===== src/rtl/burst_sram_pkg.sv =====
`timescale 1ns/1ps
package burst_sram_pkg;

    localparam int BURST_W = 2;

    typedef enum logic [1:0] {
        PS_DOWN,
        PS_WAKE,
        PS_IDLE,
        PS_BURST
    } pwr_state_e;

    typedef enum logic [2:0] {
        CY_NONE,
        CY_DESEL,
        CY_START,
        CY_NEXT,
        CY_HOLD
    } cyc_kind_e;

endpackage


===== src/rtl/burst_sram_lanes.sv =====
`timescale 1ns/1ps
module burst_sram_lanes #(
    parameter int NB = 4
) (
    input  logic          all_wr_n,
    input  logic          lane_wr_en_n,
    input  logic [NB-1:0] lane_sel_n,
    output logic [NB-1:0] byte_en,
    output logic          wr_any
);

    // global write overrides; otherwise lane select qualified by enable
    for (genvar g = 0; g < NB; g++) begin : g_lane
        assign byte_en[g] = !all_wr_n || (!lane_wr_en_n && !lane_sel_n[g]);
    end

    assign wr_any = |byte_en;

endmodule


===== src/rtl/burst_sram_agen.sv =====
`timescale 1ns/1ps
module burst_sram_agen
    import burst_sram_pkg::*;
#(
    parameter int ADDR_W = 6
) (
    input  logic              clk,
    input  logic              rst_n,
    input  logic              en,
    input  logic              load,
    input  logic              step,
    input  logic              lin_order,
    input  logic [ADDR_W-1:0] ext_addr,
    output logic [ADDR_W-1:0] cur_addr
);

    logic [ADDR_W-1:0]  base_q;
    logic [ADDR_W-1:0]  base_use;
    logic [BURST_W-1:0] cnt_q;
    logic [BURST_W-1:0] cnt_use;
    logic [BURST_W-1:0] low_bits;

    always_comb begin
        base_use = load ? ext_addr : base_q;
        if (load) begin
            cnt_use = '0;
        end else if (step) begin
            cnt_use = cnt_q + 1'b1;
        end else begin
            cnt_use = cnt_q;
        end
        if (lin_order) begin
            low_bits = base_use[BURST_W-1:0] + cnt_use;
        end else begin
            low_bits = base_use[BURST_W-1:0] ^ cnt_use;
        end
        cur_addr = {base_use[ADDR_W-1:BURST_W], low_bits};
    end

    always_ff @(posedge clk or negedge rst_n) begin
        if (!rst_n) begin
            base_q <= '0;
            cnt_q  <= '0;
        end else if (en) begin
            base_q <= base_use;
            cnt_q  <= cnt_use;
        end
    end

endmodule


===== src/rtl/burst_sram_fsm.sv =====
`timescale 1ns/1ps
module burst_sram_fsm
    import burst_sram_pkg::*;
#(
    parameter int WAKE_CYC = 3
) (
    input  logic clk,
    input  logic rst_n,
    input  logic sleep,
    input  logic sel_a_n,
    input  logic sel_b,
    input  logic sel_c_n,
    input  logic cpu_strb_n,
    input  logic ctl_strb_n,
    input  logic step_n,
    input  logic wr_any,
    output logic ag_en,
    output logic ag_load,
    output logic ag_step,
    output logic do_rd,
    output logic do_wr,
    output logic awake
);

    localparam int WK_W = (WAKE_CYC > 2) ? $clog2(WAKE_CYC) : 1;
    localparam logic [WK_W-1:0] WK_LAST = WK_W'(WAKE_CYC - 2);

    pwr_state_e st_q, st_d;
    logic [WK_W-1:0] wk_q, wk_d;
    cyc_kind_e cyc;
    logic sel_ok;
    logic via_cpu;

    // command classification
    always_comb begin
        sel_ok  = !sel_a_n && sel_b && !sel_c_n;
        via_cpu = 1'b0;
        if (!sel_a_n && !cpu_strb_n) begin
            via_cpu = 1'b1;
            cyc     = sel_ok ? CY_START : CY_DESEL;
        end else if (!ctl_strb_n) begin
            cyc     = sel_ok ? CY_START : CY_DESEL;
        end else if (!step_n) begin
            cyc     = CY_NEXT;
        end else begin
            cyc     = CY_HOLD;
        end
    end

    // next state
    always_comb begin
        st_d = st_q;
        wk_d = wk_q;
        unique case (st_q)
            PS_DOWN: begin
                st_d = PS_WAKE;
                wk_d = '0;
            end
            PS_WAKE: begin
                if (wk_q == WK_LAST) begin
                    st_d = PS_IDLE;
                end else begin
                    wk_d = wk_q + 1'b1;
                end
            end
            PS_IDLE, PS_BURST: begin
                if (cyc == CY_START) begin
                    st_d = PS_BURST;
                end else if (cyc == CY_DESEL) begin
                    st_d = PS_IDLE;
                end
            end
            default: st_d = PS_IDLE;
        endcase
        if (sleep) begin
            st_d = PS_DOWN;
        end
    end

    always_ff @(posedge clk or negedge rst_n) begin
        if (!rst_n) begin
            st_q <= PS_IDLE;
            wk_q <= '0;
        end else begin
            st_q <= st_d;
            wk_q <= wk_d;
        end
    end

    // outputs
    always_comb begin
        ag_en   = 1'b0;
        ag_load = 1'b0;
        ag_step = 1'b0;
        do_rd   = 1'b0;
        do_wr   = 1'b0;
        if (!sleep && (st_q == PS_IDLE || st_q == PS_BURST)) begin
            unique case (cyc)
                CY_START: begin
                    ag_en   = 1'b1;
                    ag_load = 1'b1;
                    do_wr   = !via_cpu && wr_any;
                    do_rd   = via_cpu || !wr_any;
                end
                CY_NEXT, CY_HOLD: begin
                    if (st_q == PS_BURST) begin
                        ag_en   = 1'b1;
                        ag_step = (cyc == CY_NEXT);
                        do_wr   = wr_any;
                        do_rd   = !wr_any;
                    end
                end
                default: begin
                end
            endcase
        end
    end

    assign awake = (st_q == PS_IDLE) || (st_q == PS_BURST);

endmodule


===== src/rtl/burst_sram.sv =====
`timescale 1ns/1ps
module burst_sram
    import burst_sram_pkg::*;
#(
    parameter int ADDR_W   = 6,
    parameter int DATA_W   = 32,
    parameter int WAKE_CYC = 3
) (
    input  logic                clk,
    input  logic                rst_n,
    input  logic                sleep,
    input  logic                lin_order,
    input  logic                out_en_n,
    input  logic                sel_a_n,
    input  logic                sel_b,
    input  logic                sel_c_n,
    input  logic                cpu_strb_n,
    input  logic                ctl_strb_n,
    input  logic                step_n,
    input  logic                all_wr_n,
    input  logic                lane_wr_en_n,
    input  logic [DATA_W/8-1:0] lane_sel_n,
    input  logic [ADDR_W-1:0]   addr,
    input  logic [DATA_W-1:0]   wdata,
    output logic [DATA_W-1:0]   rdata,
    output logic                rvalid
);

    localparam int NB    = DATA_W / 8;
    localparam int DEPTH = 1 << ADDR_W;

    logic [NB-1:0]     byte_en;
    logic              wr_any;
    logic              ag_en, ag_load, ag_step;
    logic              do_rd, do_wr, awake;
    logic [ADDR_W-1:0] cur_addr;
    logic [ADDR_W-1:0] rd_addr_q;
    logic              rd_pend_q;
    logic              vld_q;
    logic [DATA_W-1:0] rd_word;
    logic [DATA_W-1:0] dout_q;
    logic              mem_we;

    burst_sram_lanes #(.NB(NB)) lanes_i (
        .all_wr_n     (all_wr_n),
        .lane_wr_en_n (lane_wr_en_n),
        .lane_sel_n   (lane_sel_n),
        .byte_en      (byte_en),
        .wr_any       (wr_any)
    );

    burst_sram_fsm #(.WAKE_CYC(WAKE_CYC)) fsm_i (
        .clk        (clk),
        .rst_n      (rst_n),
        .sleep      (sleep),
        .sel_a_n    (sel_a_n),
        .sel_b      (sel_b),
        .sel_c_n    (sel_c_n),
        .cpu_strb_n (cpu_strb_n),
        .ctl_strb_n (ctl_strb_n),
        .step_n     (step_n),
        .wr_any     (wr_any),
        .ag_en      (ag_en),
        .ag_load    (ag_load),
        .ag_step    (ag_step),
        .do_rd      (do_rd),
        .do_wr      (do_wr),
        .awake      (awake)
    );

    burst_sram_agen #(.ADDR_W(ADDR_W)) agen_i (
        .clk       (clk),
        .rst_n     (rst_n),
        .en        (ag_en),
        .load      (ag_load),
        .step      (ag_step),
        .lin_order (lin_order),
        .ext_addr  (addr),
        .cur_addr  (cur_addr)
    );

    assign mem_we = do_wr;

    // storage split per byte lane
    for (genvar g = 0; g < NB; g++) begin : g_mem
        logic [7:0] lane_q [DEPTH];
        always_ff @(posedge clk) begin
            if (mem_we && byte_en[g]) begin
                lane_q[cur_addr] <= wdata[8*g +: 8];
            end
        end
        assign rd_word[8*g +: 8] = lane_q[rd_addr_q];
    end

    // read pipeline: address stage then output stage
    always_ff @(posedge clk or negedge rst_n) begin
        if (!rst_n) begin
            rd_pend_q <= 1'b0;
            rd_addr_q <= '0;
            vld_q     <= 1'b0;
            dout_q    <= '0;
        end else begin
            rd_pend_q <= do_rd;
            if (do_rd) begin
                rd_addr_q <= cur_addr;
            end
            vld_q <= rd_pend_q && !sleep;
            if (rd_pend_q) begin
                dout_q <= rd_word;
            end
        end
    end

    assign rvalid = vld_q && !out_en_n;
    assign rdata  = rvalid ? dout_q : '0;

endmodule


===== config.mk =====
export PLATFORM = sky130hd
export DESIGN_NAME = burst_sram
export DESIGN_NICKNAME = d
export VERILOG_FILES = /design/src/rtl/burst_sram_pkg.sv /design/src/rtl/burst_sram_lanes.sv /design/src/rtl/burst_sram_agen.sv /design/src/rtl/burst_sram_fsm.sv /design/src/rtl/burst_sram.sv
export SDC_FILE = /design/constraint.sdc
export NUM_CORES = 2
export LEC_CHECK = 0
export BUFFER_PORTS_ARGS = -buffer_cell sky130_fd_sc_hd__buf_4
export CAP_MARGIN = 20
export CORE_MARGIN = 2
export CORE_UTILIZATION = 40
export CTS_CLUSTER_SIZE = 16
export DETAILED_ROUTE_END_ITERATION = 8
export SKIP_LAST_GASP = 1
export SYNTH_ARGS = -nofsm -noshare
export SYNTH_HDL_FRONTEND = slang
export SYNTH_HIERARCHICAL = 1
export SYNTH_SLANG_ARGS = --single-unit
export TNS_END_PERCENT = 1

===== constraint.sdc =====
create_clock -name clk -period 4 [get_ports clk]
set_clock_uncertainty 0.05 [all_clocks]
set_input_delay 0.4 -clock clk [delete_from_list [all_inputs] [get_ports clk]]
set_output_delay 0.4 -clock clk [all_outputs]
set_load 0.1 [all_outputs]

; ---- Word level (Yosys, flattened, before mapping)
; Memory sizes are Yosys's and may differ from the RTL's. A register that Yosys moved wholly into a read port is not among the register bits.
; Cells that the tools add are included.
; Widths: inputs -> output; s select.
[word_totals]
memories = 4
reg_bits = 20
output_inout_bits = 33
mem_bits_rw = 2048
[op_classes]
eq_ne = 11
n_mux = 39
bitwise = 1
add_sub_neg = 3
reduce_logical = 45
[mem_list]
columns = name, depth, word_bits, rd, rd_clocked_by_memory_dff, wr, line
row1 = g_mem[0].lane_q, 64, 8, 1, 1, 1, burst_sram.sv:86  ; logic [7:0] lane_q [DEPTH];
row2 = g_mem[1].lane_q, 64, 8, 1, 1, 1, burst_sram.sv:86
row3 = g_mem[2].lane_q, 64, 8, 1, 1, 1, burst_sram.sv:86
row4 = g_mem[3].lane_q, 64, 8, 1, 1, 1, burst_sram.sv:86
[op_table]
columns = operator, count
row1 = $mux 32, 1
row2 = $mux 1, 20
row3 = $mux 2, 9
row4 = $logic_not 1->1, 17
row5 = $logic_and 1x1->1, 15
row6 = $mux 3, 3
row7 = $eq 3x2->1 const B, 2
row8 = $logic_or 1x1->1, 6
row9 = $mux 6, 1
row10 = $pmux 1 s2, 3
row11 = $pmux 2 s3, 1
row12 = $add 2x1->2 const B, 2
row13 = $eq 2x1->1 const B, 2
row14 = $eq 2x2->1 const B, 2
row15 = $ne 4x2->1 const B, 1
row16 = $pmux 2 s2, 1
row17 = $reduce_and 2->1, 2
row18 = $reduce_or 2->1, 2
row19 = $reduce_or 4->1, 1
row20 = $eq 3x1->1 const B, 1
row21 = $eq 3x3->1 const B, 1
row22 = $ne 3x2->1 const B, 1
row23 = $add 2x2->2, 1
row24 = $logic_not 2->1, 1
row25 = other kinds (3), 3

; ---- Longest topological paths before layout
[logic_depth]
ltp_word = 14
depth_mapped = 13
depth_no_buf = 10

; ---- By module
; Netlist, hierarchy kept.
[modules_own_cells]
columns = module, instances, cells_each, area_per_inst_um2
row1 = burst_sram, 1, 4174, 81548.2
row2 = burst_sram_agen, 1, 42, 520.5
row3 = burst_sram_fsm, 1, 33, 319.1
row4 = burst_sram_lanes, 1, 6, 33.8

; ---- Worst setup path after synthesis
; OpenSTA, ideal clock, no wires.
[synth_timing]
path_type = register to register
start = register fsm_i.st_q[1]
end = memory g_mem[0].lane_q[2][0], enable pin
t_arrival_ns = 3.095
required_ns = 3.580
path_stages_with_launch = 12
synth_period_minus_slack_ns = 3.515
setup_slack_ns = 0.485
cell_sequence = dfstp_2 buf_2 and4b_1 buf_6 mux2_4 ha_1 nand2_1 xnor2_1 clkbuf_1 nor3b_1 nand2_1 nor2_1
[synth_rtl]
columns = element, line
row1 = from (decl), burst_sram_fsm.sv:28  ; pwr_state_e st_q, st_d;
row2 = from (signal assigned), burst_sram_fsm.sv:85  ; st_q <= st_d;
row3 = $eq 2x2->1, burst_sram_fsm.sv:97  ; if (!sleep && (st_q == PS_IDLE || st_q == PS_BURST)) begin
row4 = $logic_or 1x1->1 (*), n/a
row5 = $logic_and 1x1->1 (*), burst_sram_fsm.sv:97
row6 = $mux 1 (*), burst_sram_fsm.sv:97
row7 = net ag_load, burst_sram.sv:34  ; logic ag_en, ag_load, ag_step;
row8 = $mux 6 (*), burst_sram_agen.sv:24  ; base_use = load ? ext_addr : base_q;
row9 = net agen_i.base_use[0], burst_sram_agen.sv:18  ; logic [ADDR_W-1:0] base_use;
row10 = $add 2x2->2 (*), burst_sram_agen.sv:33  ; low_bits = base_use[BURST_W-1:0] + cnt_use;
row11 = $mux 2 (*), burst_sram_agen.sv:32  ; if (lin_order) begin
row12 = net cur_addr[1], burst_sram.sv:36  ; logic [ADDR_W-1:0] cur_addr;
row13 = to (decl), burst_sram.sv:86
; The timed path passes the listed nets; every way through them passes the cells marked *.

; ---- Worst setup path in the final report
[layout_timing]
start = register fsm_i.st_q[1]
end = memory g_mem[1].lane_q[21][7], enable pin
[layout_via]
elab_chain_len = 8
[layout_lines]
columns = element, line
row1 = $eq 2x2->1 (on tied branches), "burst_sram_fsm.sv:97, burst_sram_fsm.sv:106"
row2 = $mux 1 / $logic_or 1x1->1 (equally long branches), n/a
row3 = $mux 1 / $logic_and 1x1->1 (equally long branches), "burst_sram_fsm.sv:98, burst_sram_fsm.sv:97"
row4 = $mux 1 (*), burst_sram_fsm.sv:97
row5 = net ag_step, burst_sram.sv:34
row6 = $mux 2 (*), burst_sram_agen.sv:27  ; end else if (step) begin
row7 = $mux 2 (*), burst_sram_agen.sv:25  ; if (load) begin
row8 = net agen_i.cnt_use[0], burst_sram_agen.sv:20  ; logic [BURST_W-1:0] cnt_use;
row9 = $add 2x2->2 / $xor 2x2->2 (equally long branches), "burst_sram_agen.sv:33, burst_sram_agen.sv:35"
row10 = $mux 2 (*), burst_sram_agen.sv:32
row11 = net cur_addr[0], burst_sram.sv:36
row12 = to (decl), burst_sram.sv:86
; Marks and branches as above.

==> flow_summary_export.csv <==
group,metric,value,unit
placement,port_buffers,87,
timing,maxSlewViolCount,0,
setup_path,critical-path-slowest-cell,"nor2_1",
timing,hold_slack,0.0608,ns
job,cap_violations,0,
layout,area_delta_synth_final,15.3,%
global_routing,globalRoute.totalOverflow,0,
synthesis,synthCells,4254,
timing,rsz0062_at_grt,"yes",
floorplan,num_rows,166,
power_and_ir_drop,sw_frac_of_total,21.5,%
floorplan,io_pins,88,
power_and_ir_drop,internal-power,35.6,mW
placement,hpwl,143,mm
synthesis,yosysWarningCount,6,
layout,final_util,46.4,%
placement,dp_cells,7096,
route,routed_wl,219,mm
layout,multi_input_area,0.0183,mm2
timing,clock.fmax,253,MHz
route,wl_per_cell,29.2,um
power_and_ir_drop,seq_power_share,53.4,%
setup_path,r2r_slack,0.04,ns
worst_hold_path,hold_end,"g_mem[0].lane_q[32][4]",
setup_path,worstReg2RegStart,"fsm_i/st_q[1]",
power_and_ir_drop,powerDensity,478,mW/mm2
layout,fillCellCount,17100,
power_and_ir_drop,p_comb_share,3.7,%
layout,layout-drive-gt1-share,25.0,%
setup_path,cp.required,4.39,ns
floorplan,start_util,40.2,%
power_and_ir_drop,peakVddDrop,0.441,mV
setup_path,cpPeakStageDelay,0.88,ns
route,drc,0,
clock_tree,clk_pin_slew,0.06,ns
global_routing,grt_max_degree,87,
synthesis,syn-num-nets,4311,
clock_tree,cts_sinks,2100,
route,drtPass1Iterations,6,
clock_tree,htree_levels,4,
timing,tightest_slew,1.20,ns
timing,fin_crit_sh,98.9,%
worst_hold_path,worstHoldStart,"wdata[4]",
worst_hold_path,worstHoldPathType,"in2reg",
layout,nNetsFinal,4684,
timing,setup_tns,0,ns
synthesis,netlist_area,0.0824,mm2
status,status,"completed",
clock_tree,cts_buffers,204,
setup_path,worstPathCellList,"nand2b_1 > nor3b_1 > xnor2_1 > nor2_1 > ha_1 > nand2_1 > nor2_1 > buf_4 > buf_4 > nand2_1 > buf_4 > nor2_1",
worst_hold_path,worstHoldPathCells,1,
layout,stdcell_count,7500,
placement,gp_congestion,0.922,
timing,setup_viol,0,
setup_path,reg2reg_depth,12,
layout,regArea,0.0628,mm2
setup_path,end_kind,"register",
power_and_ir_drop,clock_power_share,42.9,%
global_routing,grt_pass1_vias,42500,
setup_path,cp_top_family,"simple AND/OR/NAND/NOR gates",
clock_tree,clockBufferDepth,3,
route,dr_total_vias,42000,
clock_tree,tritoncts,"built",
synthesis,avgSynthCellArea,19.4,um2
floorplan,coreArea,0.205,mm2
setup_path,cp_max_fo,9,
setup_path,cp-start-kind,"register",
global_routing,grt_antenna_before_repair,14,
power_and_ir_drop,leakagePower,29.1,nW
route,first_iter_violations,4562,
route,via_per_inst,5.61,
floorplan,die_w,458,um
timing,hold_viol,0,
floorplan,die_h,458,um
setup_path,reg2reg_to,"g_mem[1].lane_q[21][7]",
clock_tree,worstSkewPairLatency,0.84,ns
floorplan,dieArea,0.210,mm2
setup_path,path_class,"reg2reg",
power_and_ir_drop,p_sw,9.77,mW
global_routing,grt_use_total,20.7,%
clock_tree,cts_root_buf,"clkbuf_16",
timing,relSlewSlack,20.0,%
timing,finalCriticalPeriod,3.96,ns
setup_path,crit_buf_inv,3,
setup_path,arrival,4.34,ns
global_routing,grt_first_pass_wirelength,313,mm
route,drtAntennaViolNets,0,
-- registers in the layout, summed over array words and instances, names as in the netlist --
name and cells:
agen_i/base_q 6, agen_i/cnt_q 2, dout_q 32, fsm_i/st_q 2, fsm_i/wk_q 2, g_mem.lane_q 2048
rd_addr_q 6, rd_pend_q 1, vld_q 1
-- cell usage in the layout, fill, tap and decap left out, drive strengths merged, types with 10 or more instances in the layout --
master	instances
o22ai	98
a211oi	63
clkinv	88
edfxtp	2048
mux4	353
clkbuf	260
o221ai	33
nand2	110
nor3b	10
dfrtp	51
dlygate4sd3	11
o32ai	31
bufinv	22
mux2i	321
nor4	62
a21oi	101
buf	418
nor2b	97
and2	32
nor2	420
mux2	114
-- layer usage --
| layer | global-route usage (%) | vias to the layer above | part of all wire (%) |
|---|---|---|---|
| met4 | 5.99 | 10 | 2.9 |
| met2 | 33.6 | 1607 | 48 |
| met1 | 28.3 | 22200 | 41 |
| met3 | 4.53 | 318 | 7.4 |
| li1 | - | 17900 | - |
| met5 | 0 | - | 0.033 |
-- worst max path at each step --
stage | start | end | slack [ns] | depth (start not counted)
2_1_floorplan | fsm_i/st_q[1] | g_mem[0].lane_q[2][0] | 0.49 | 11
3_3_place_gp | sel_a_n | g_mem[3].lane_q[53][4] | -0.009 | 12
3_5_place_dp | sel_a_n | g_mem[3].lane_q[53][6] | 0.03 | 11
4_1_cts | fsm_i/st_q[1] | g_mem[2].lane_q[60][1] | 0.03 | 13
5_1_grt | fsm_i/st_q[1] | g_mem[0].lane_q[24][6] | -0.20 | 14
6_report | fsm_i/st_q[1] | g_mem[1].lane_q[21][7] | 0.04 | 12
-- layout make-up --
cell class,count,share of cell area (%)
Timing Repair Buffer,429,3.82
Clock buffer,260,5.67
Sequential cell,2100,66.1
Multi-Input combinational cell,1890,19.3
Tap cell,2688,3.54
Inverter,2,0.00790
Clock inverter,123,1.50
Antenna cell,8,0.0211
-- power by group through the flow --
stage | sequential, mW | combinational [mW] | clock [mW]
3_5_place_dp | 24.7 | 1.68 | 0
5_1_grt | 24.3 | 1.81 | 20.6
6_report | 24.3 | 1.68 | 19.5
2_1_floorplan | 24.6 | 0.813 | 0
4_1_cts | 24.3 | 1.69 | 19.8
3_3_place_gp | 24.7 | 1.66 | 0
-- metrics by stage --
| stage | instance area [um2] | power (mW) | setup slack (ns) |
|---|---|---|---|
| 2_1_floorplan | 82400 | 25.5 | 0.494 |
| 3_3_place_gp | 88000 | 26.4 | -0.00866 |
| 3_5_place_dp | 88000 | 26.4 | 0.0286 |
| 4_1_cts | 94900 | 45.7 | 0.0332 |
| 5_1_grt | 95000 | 46.7 | -0.199 |
| 6_report | 95000 | 45.4 | 0.0450 |
-- what timing repair did --
item                                    in CTS  in global routing
hold buffers                                11                  0
endpoints found under the setup margin       0                194
gates resized for setup                      0                  1
setup buffers                                0                  0
endpoints found under the hold margin       64                  0
No activity file was read; power rests on OpenSTA's default activity.
